[config.mk]
export PLATFORM = sky130hd
export DESIGN_NAME = frame_pos_strobe
export DESIGN_NICKNAME = d
export VERILOG_FILES = /design/src/rtl/fps_pkg.sv /design/src/rtl/fps_wrap_cnt.sv /design/src/rtl/fps_match.sv /design/src/rtl/frame_pos_strobe.sv
export SDC_FILE = /design/constraint.sdc
export NUM_CORES = 1
export LEC_CHECK = 0
export ABC_AREA = 1
export BUFFER_PORTS_ARGS = -buffer_cell sky130_fd_sc_hd__buf_4
export CAP_MARGIN = 20
export CORE_MARGIN = 10
export CORE_UTILIZATION = 50
export CTS_CLUSTER_DIAMETER = 30
export DETAILED_ROUTE_END_ITERATION = 7
export MAX_ROUTING_LAYER = met4
export PLACE_DENSITY = 0.8
export SETUP_SLACK_MARGIN = 0.05
export SYNTH_ARGS = -nofsm -noshare
export SYNTH_HDL_FRONTEND = slang
export SYNTH_SLANG_ARGS = --single-unit
export TNS_END_PERCENT = 100
[constraint.sdc]
create_clock -name clk -period 1.7 [get_ports clk]
set_clock_uncertainty 0.1 [all_clocks]
set_input_delay 0.34 -clock clk [delete_from_list [all_inputs] [get_ports clk]]
set_output_delay 0.34 -clock clk [all_outputs]
set_load 0.005 [all_outputs]
[src/rtl/fps_pkg.sv]
package fps_pkg;
  localparam int FIELD_W = 8;

  typedef struct packed {
    logic [FIELD_W-1:0] hf;
    logic [FIELD_W-1:0] bf;
    logic [FIELD_W-1:0] word;
  } frame_pos_t;

  // Unpack the programmed offset into a position (word[23:16], hf[15:8], bf[7:0]).
  function automatic frame_pos_t offset_to_pos(input logic [31:0] cfg);
    frame_pos_t p;
    p.word = cfg[23:16];
    p.hf   = cfg[15:8];
    p.bf   = cfg[7:0];
    return p;
  endfunction

  function automatic logic pos_equal(input frame_pos_t a, input frame_pos_t b);
    return (a.hf == b.hf) && (a.bf == b.bf) && (a.word == b.word);
  endfunction
endpackage

[src/rtl/fps_wrap_cnt.sv]
module fps_wrap_cnt #(
  parameter int LIMIT = 16
) (
  input  logic       clk,
  input  logic       rst_n,
  input  logic       clr,
  input  logic       step,
  output logic [7:0] cnt,
  output logic       wrap
);
  localparam logic [7:0] LAST = 8'(LIMIT - 1);

  assign wrap = step && (cnt == LAST);

  always_ff @(posedge clk) begin
    if (!rst_n)    cnt <= '0;
    else if (clr)  cnt <= '0;
    else if (step) cnt <= wrap ? '0 : cnt + 8'd1;
  end

  AST_CNT_RANGE: assert property (@(posedge clk) disable iff (!rst_n) cnt <= LAST);
  AST_CNT_CLEAR: assert property (@(posedge clk) disable iff (!rst_n) clr |=> cnt == 8'd0);
  AST_CNT_HOLD:  assert property (@(posedge clk) disable iff (!rst_n) (!clr && !step) |=> $stable(cnt));
endmodule

[src/rtl/fps_match.sv]
module fps_match
  import fps_pkg::*;
(
  input  logic        clk,
  input  logic        rst_n,
  input  logic        word_valid,
  input  logic        frame_start,
  input  logic [31:0] offset_cfg,
  input  frame_pos_t  cur_pos,
  output logic        strobe
);
  frame_pos_t target;
  logic       pos_hit;
  logic       unused_hi;

  assign target    = offset_to_pos(offset_cfg);
  assign unused_hi = ^offset_cfg[31:24];
  assign pos_hit   = pos_equal(cur_pos, target);

  always_ff @(posedge clk) begin
    if (!rst_n) strobe <= 1'b0;
    else        strobe <= word_valid && !frame_start && pos_hit;
  end

  AST_STROBE_CAUSE: assert property (@(posedge clk) disable iff (!rst_n)
    strobe |-> $past(word_valid && !frame_start));
endmodule

[src/rtl/frame_pos_strobe.sv]
module frame_pos_strobe
  import fps_pkg::*;
#(
  parameter int WORDS_PER_BF = 16,
  parameter int BF_PER_HF    = 256,
  parameter int HF_PER_FRAME = 150
) (
  input  logic        clk,
  input  logic        rst_n,
  input  logic        word_valid,
  input  logic        frame_start,
  input  logic [31:0] offset_cfg,
  output logic        start_strobe,
  output logic [7:0]  hf_cnt,
  output logic [7:0]  bf_cnt,
  output logic [7:0]  word_cnt
);
  localparam int LEVELS = 3;

  function automatic int level_limit(input int lvl);
    return (lvl == 0) ? WORDS_PER_BF : (lvl == 1) ? BF_PER_HF : HF_PER_FRAME;
  endfunction

  logic [LEVELS:0]  carry;
  logic [7:0]       lvl_cnt [LEVELS];
  frame_pos_t       cur_pos;
  logic             frame_wrap;

  assign carry[0] = word_valid && !frame_start;

  for (genvar g = 0; g < LEVELS; g++) begin : g_level
    fps_wrap_cnt #(.LIMIT(level_limit(g))) u_cnt (
      .clk   (clk),
      .rst_n (rst_n),
      .clr   (frame_start),
      .step  (carry[g]),
      .cnt   (lvl_cnt[g]),
      .wrap  (carry[g+1])
    );
  end

  assign frame_wrap = carry[LEVELS];
  assign word_cnt   = lvl_cnt[0];
  assign bf_cnt     = lvl_cnt[1];
  assign hf_cnt     = lvl_cnt[2];
  assign cur_pos    = '{hf: hf_cnt, bf: bf_cnt, word: word_cnt};

  fps_match u_match (
    .clk         (clk),
    .rst_n       (rst_n),
    .word_valid  (word_valid),
    .frame_start (frame_start),
    .offset_cfg  (offset_cfg),
    .cur_pos     (cur_pos),
    .strobe      (start_strobe)
  );

  AST_STROBE_PULSE: assert property (@(posedge clk) disable iff (!rst_n)
    start_strobe |=> !start_strobe);
  AST_FRAME_WRAP: assert property (@(posedge clk) disable iff (!rst_n)
    frame_wrap |=> (hf_cnt == 8'd0 && bf_cnt == 8'd0 && word_cnt == 8'd0));
endmodule

**Word level (Yosys, flattened, before mapping)**

Index checks and enable logic that the tools add are counted.

- Add/subtract/negate cells: 3
- Multiply operators: 0
- Divide/modulo/power cells: 0
- $lt $le $gt $ge: 0
- Eq/ne operators: 6
- Shift operators: 0
- Mux-type cells: 3
- Bitwise logic cells: 1
- Reductions and logical operators: 9

Operator list:

| kind | count |
|---|---|
| 8-bit by 1-bit adder with 8-bit output, second input constant | 3 |
| 8-bit equality test | 3 |
| 8-bit 2-to-1 mux | 3 |
| 8-bit equality test, second input constant | 2 |
| 8-bit by 4-bit equality test with 1-bit output, second input constant | 1 |
| 1-bit logical AND | 7 |
| 2-bit OR reduction | 1 |
| 1-bit logical NOT | 1 |
| 1-bit inverter | 1 |

- Register bits: 25
- Latch bits: 0
- Bits in writable memories: 0
- Memory bits (read-only): 0
- Input bits: 36
- Output and inout port bits: 25
- Word-level logic and storage cells: 26
- Memories kept: 0

**Longest topological paths before layout**

- Depth after elaboration: 6
- Gate-level depth with buffers: 10
- Depth with buffers taken out: 10

**Modules after synthesis**

From an unflattened synthesis, not the netlist that was laid out.

- Cell total of the unflattened synthesis: 300
- Area, all modules: 1,773.0 µm²

Modules (own cells, without submodules):

| module | times used | cells each | area an instance (µm²) | sequential area each (µm²) |
|---|---|---|---|---|
| fps_match | 1 | 111 | 478.0 | 20.0 |
| fps_wrap_cnt at g_level[2].u_cnt | 1 | 63 | 447.9 | 160.2 |
| fps_wrap_cnt at g_level[1].u_cnt | 1 | 65 | 421.7 | 160.2 |
| fps_wrap_cnt at g_level[0].u_cnt | 1 | 59 | 415.4 | 160.2 |
| frame_pos_strobe | 1 | 2 | 10.0 | 0.0 |

**Worst setup path after synthesis**

Ideal clock, no wire load.

- Path kind: reg2reg
- From: reg g_level[0].u_cnt.cnt[0]
- To: reg g_level[2].u_cnt.cnt[4]
- Arrival: 1,362 ps
- Data required time: 1,485 ps
- Slack: 123 ps
- Cell stages (with the launch flop): 9
- Clock period less this slack: 1,577 ps
- Path through: dfxtp_1 > ha_1 > nand3_2 > nor2_2 > nand2_4 > nor2_8 > nor2_4 > nor2_4 > nor2_1

- Cells in the longest elaborated chain, start to end: 5

RTL lines:

| element | RTL line | source |
|---|---|---|
| start: declaration | fps_wrap_cnt.sv:8 | `output logic [7:0] cnt,` |
| start signal: assignment | fps_wrap_cnt.sv:18 | `else if (step) cnt <= wrap ? '0 : cnt + 8'd1;` |
| 8-bit by 4-bit equality test with 1-bit output (*) | fps_wrap_cnt.sv:13 | `assign wrap = step && (cnt == LAST);` |
| 1-bit logical AND (*) (2 in a row) | fps_wrap_cnt.sv:13 |  |
| 1-bit logical AND | fps_wrap_cnt.sv:13 |  |
| 8-bit 2-to-1 mux | fps_wrap_cnt.sv:18 |  |
| end signal: assignment | fps_wrap_cnt.sv:18 |  |
| end: declaration | fps_wrap_cnt.sv:8 |  |

Mark *: on every way between the ends. The rest lies on a longest branch, timed or not.
A chain may end at the register's enable or synchronous reset.

**Worst setup path in the final report**

- From: reg g_level[1].u_cnt.cnt[1]
- To: reg g_level[2].u_cnt.cnt[7]

- Cells in the longest elaborated chain, start to end: 4

RTL lines:

| element | RTL line |
|---|---|
| start: declaration | fps_wrap_cnt.sv:8 |
| start signal: assignment | fps_wrap_cnt.sv:18 |
| 8-bit equality test (*) | fps_wrap_cnt.sv:13 |
| 1-bit logical AND (*) | fps_wrap_cnt.sv:13 |
| 1-bit logical AND | fps_wrap_cnt.sv:13 |
| 8-bit 2-to-1 mux | fps_wrap_cnt.sv:18 |

Marks and branches as above.

==> results.ini <==
[worst_hold_path]
timing.hold.worst.class=primary input to flop
min_to=g_level[0].u_cnt.cnt[1]
min_path_cells=3
hold_path_startpoint=word_valid

[critical_path]
timing.critical_path.to_type=flop
regToRegEndpoint=g_level[2].u_cnt.cnt[7]
worst-endpoint-required_ns=1.83
critical_path_peak_fanout=5
worstPathCellList=ha_2, nand2_1, nor2_2, nand2_4, nor2_8, nor2_4, nor2_4, nor2_1
critPathSlowestCell=dfxtp_1
worst-setup-path-type=flop to flop
crit_path_frequent_cell=nor2_4
critical_path.reg2reg.startpoint=g_level[1].u_cnt.cnt[1]
worst_r2r_path_depth=8
crit_path_max_incr_delay_ns=0.37
cp_data_arrival_time_ns=1.68
setup.reg_to_reg.worst_slack_ns=0.15
critPathLaunchType=flop
worst_setup_path_startpoint=g_level[1].u_cnt.cnt[1]

[route]
detailed_route_wire_length_per_cell_microns=13.5
finalWirelength_microns=5130
detail-route-antenna-nets=0
drt-pass1-iter-count=4
vias=1935
viasPerCell=5.11
detailedRoute.firstIterationViolations=126
drc_errors=0

[clock_network]
cts.reportedPaths.clkPinSlew_ns=0.16
insertion_delay_ns=0.33
clock-sinks=25
clock_tree.buffer_depth=2
numCtsBuffers=3
ctsHtreeMaxLevel=1
root_buffer=clkbuf_4
cts_tree=done

[global_route]
overflow=0
grt_start_max_net_pins=15
first_global_vias=1856
antenna_violations_before_repair=0
first_pass_grt_wire_length_microns=8280
gr-usage-all-layers_pct=16.1

[run_status]
run_status=finished, final reports clean

[final_layout]
nFillCells=328
finalNetCount=374
antennaDiodeCount=0
area_growth_from_synthesis_to_layout_pct=31.7
final_layout_size_suffix_gt1_share_pct=32.7
layout.cells.most_common_list=67 x nand2_1, 64 x buf_4, 44 x nor2_1, 22 x inv_1, 20 x dfxtp_1
fin_util_pct=70.0
mostFrequentLayoutCell=nand2_1

[die]
vertical_die_dimension_microns=80.3
boundaryPins=61
die_w_microns=80.3
initial_utilization_pct=53.2
fp.dieArea_sq_um=6440
core_area_sq_um=3420
rows=21

[timing]
setup_total_negative_slack_ns=0
timing.final.crit_share_pct=91.4
final_hold_viol_count=0
report.final.setup_viol=0
rsz0062_at_grt=no
worst_slew_pin_slew_ns=0.297
drv_slew=0
finalWorstPathRequiredPeriod_ns=1.55
relSlewSlack_pct=80.2
fmaxAchievable_mhz=644

[place]
post-dp-hpwl_microns=4190
globalplace.congestion=0.927
io_buffers=52

[synth]
mappedNetlistArea_sq_um=1820
synth_cell_type_count=30
syn_avg_cell_area_sq_um=6.83
syn_inst=266
synth-seq-area-share_pct=27.5
synth_largest_area_cell=dfxtp_1
synth_fp_nets=306
synth_top_cells_by_area=dfxtp_1 28%, nand2_1 14%, nor2_1 9.1%
synth_top_area_share_pct=27.5
yosysWarningCount=0
yosys_register_bits=25

[power_and_ir_drop]
power_density_nw_per_um2=425
cellLeakagePower_nw=1.09
ir_worst_vdd_v=0.000284

[job]
maxCapViolations=0

[Yosys cell counts, drive strengths merged]
library cell / n
nand2: 76
nor2: 56
inv: 26
dfxtp: 25
nand3: 21
xor2: 14
a21oi: 9
xnor2: 9
o21ai: 7
nor3: 5
ha: 4
nand4: 4
or2: 3
o21bai: 2
and3: 1
buf: 1
clkinv: 1
nor3b: 1
o21a: 1
[worst max-delay path by stage]
stage                                   end  slack [ns]  depth (start not counted)
floorplan           g_level[2].u_cnt.cnt[4]        0.12                          8
detailed placement  g_level[2].u_cnt.cnt[4]        0.14                          9
CTS                 g_level[2].u_cnt.cnt[4]        0.12                          8
finish              g_level[2].u_cnt.cnt[7]        0.15                          8
global route        g_level[2].u_cnt.cnt[4]        0.05                          8
global placement    g_level[2].u_cnt.cnt[4]        0.15                          9
[worst max-delay path, delay by kind of cell (launching register included)]
kind                       cells  cell delay, ns
and+or+nand+nor                7            0.79
DFF                            1            0.37
adders and majority gates      1            0.20
[layer usage]
layer  up-vias  share of wire (%)  global-route usage, %
met1       880                 42                   18.4
met3        12                6.3                   3.34
met5         -                  0                      -
li1        971                  -                      -
met2        72                 49                   26.8
met4         0                2.2                   6.16
[cell type report]
cell class / instances / area [sq um] / share of cell area [%]
timing repair buffer: 64 / 480 / 20.1
inverter: 27 / 103 / 4.29
clock inverter: 1 / 5.00 / 0.209
sequential: 25 / 507 / 21.2
multi-input combinational: 213 / 1220 / 50.9
clock buffer: 3 / 22.5 / 0.941
tap: 46 / 57.6 / 2.41
[flip-flops by register name (all words and copies together) (netlist names)]
signal / cells
g_level.u_cnt.cnt: 24
u_match.strobe: 1
[report_power, final]
group	internal, mW	switching (mW)
combinational	0.0748	0.0682
clock	0.0882	0.195
sequential	0.588	0.00107
[cell families (layout without fill, tap and decap cells)]
kind of cell / count (synthesis) / after routing / synth area share (%)
adder cells (fa/ha/maj): 4 / 4 / 2.75
XOR/XNOR: 23 / 23 / 11.1
AO/OA/AOI/OAI: 19 / 19 / 5.85
flip-flops: 25 / 25 / 27.5
buffers and inverters: 28 / 95 / 6.27
AND/OR/NAND/NOR: 167 / 167 / 46.5
[what timing repair did]
item | CTS | global route
buffers inserted | 0 | 1
endpoints found under the setup margin | 0 | 6
gates resized for setup | 0 | 9
hold buffers | 0 | 0
[stage by stage]
step	worst slack, ns	instance area [sq um]	hold slack [ns]	cells	power (mW)
5_1_grt	0.0475	2390	0.238	379	1.05
3_3_place_gp	0.152	2340	0.443	374	0.742
4_1_cts	0.120	2360	0.227	378	1.02
3_5_place_dp	0.144	2340	0.453	374	0.745
6_report	0.147	2390	0.231	379	1.02
2_1_floorplan	0.123	1820	0.382	266	0.664
Note: power is estimated with default switching activity, not from simulation.
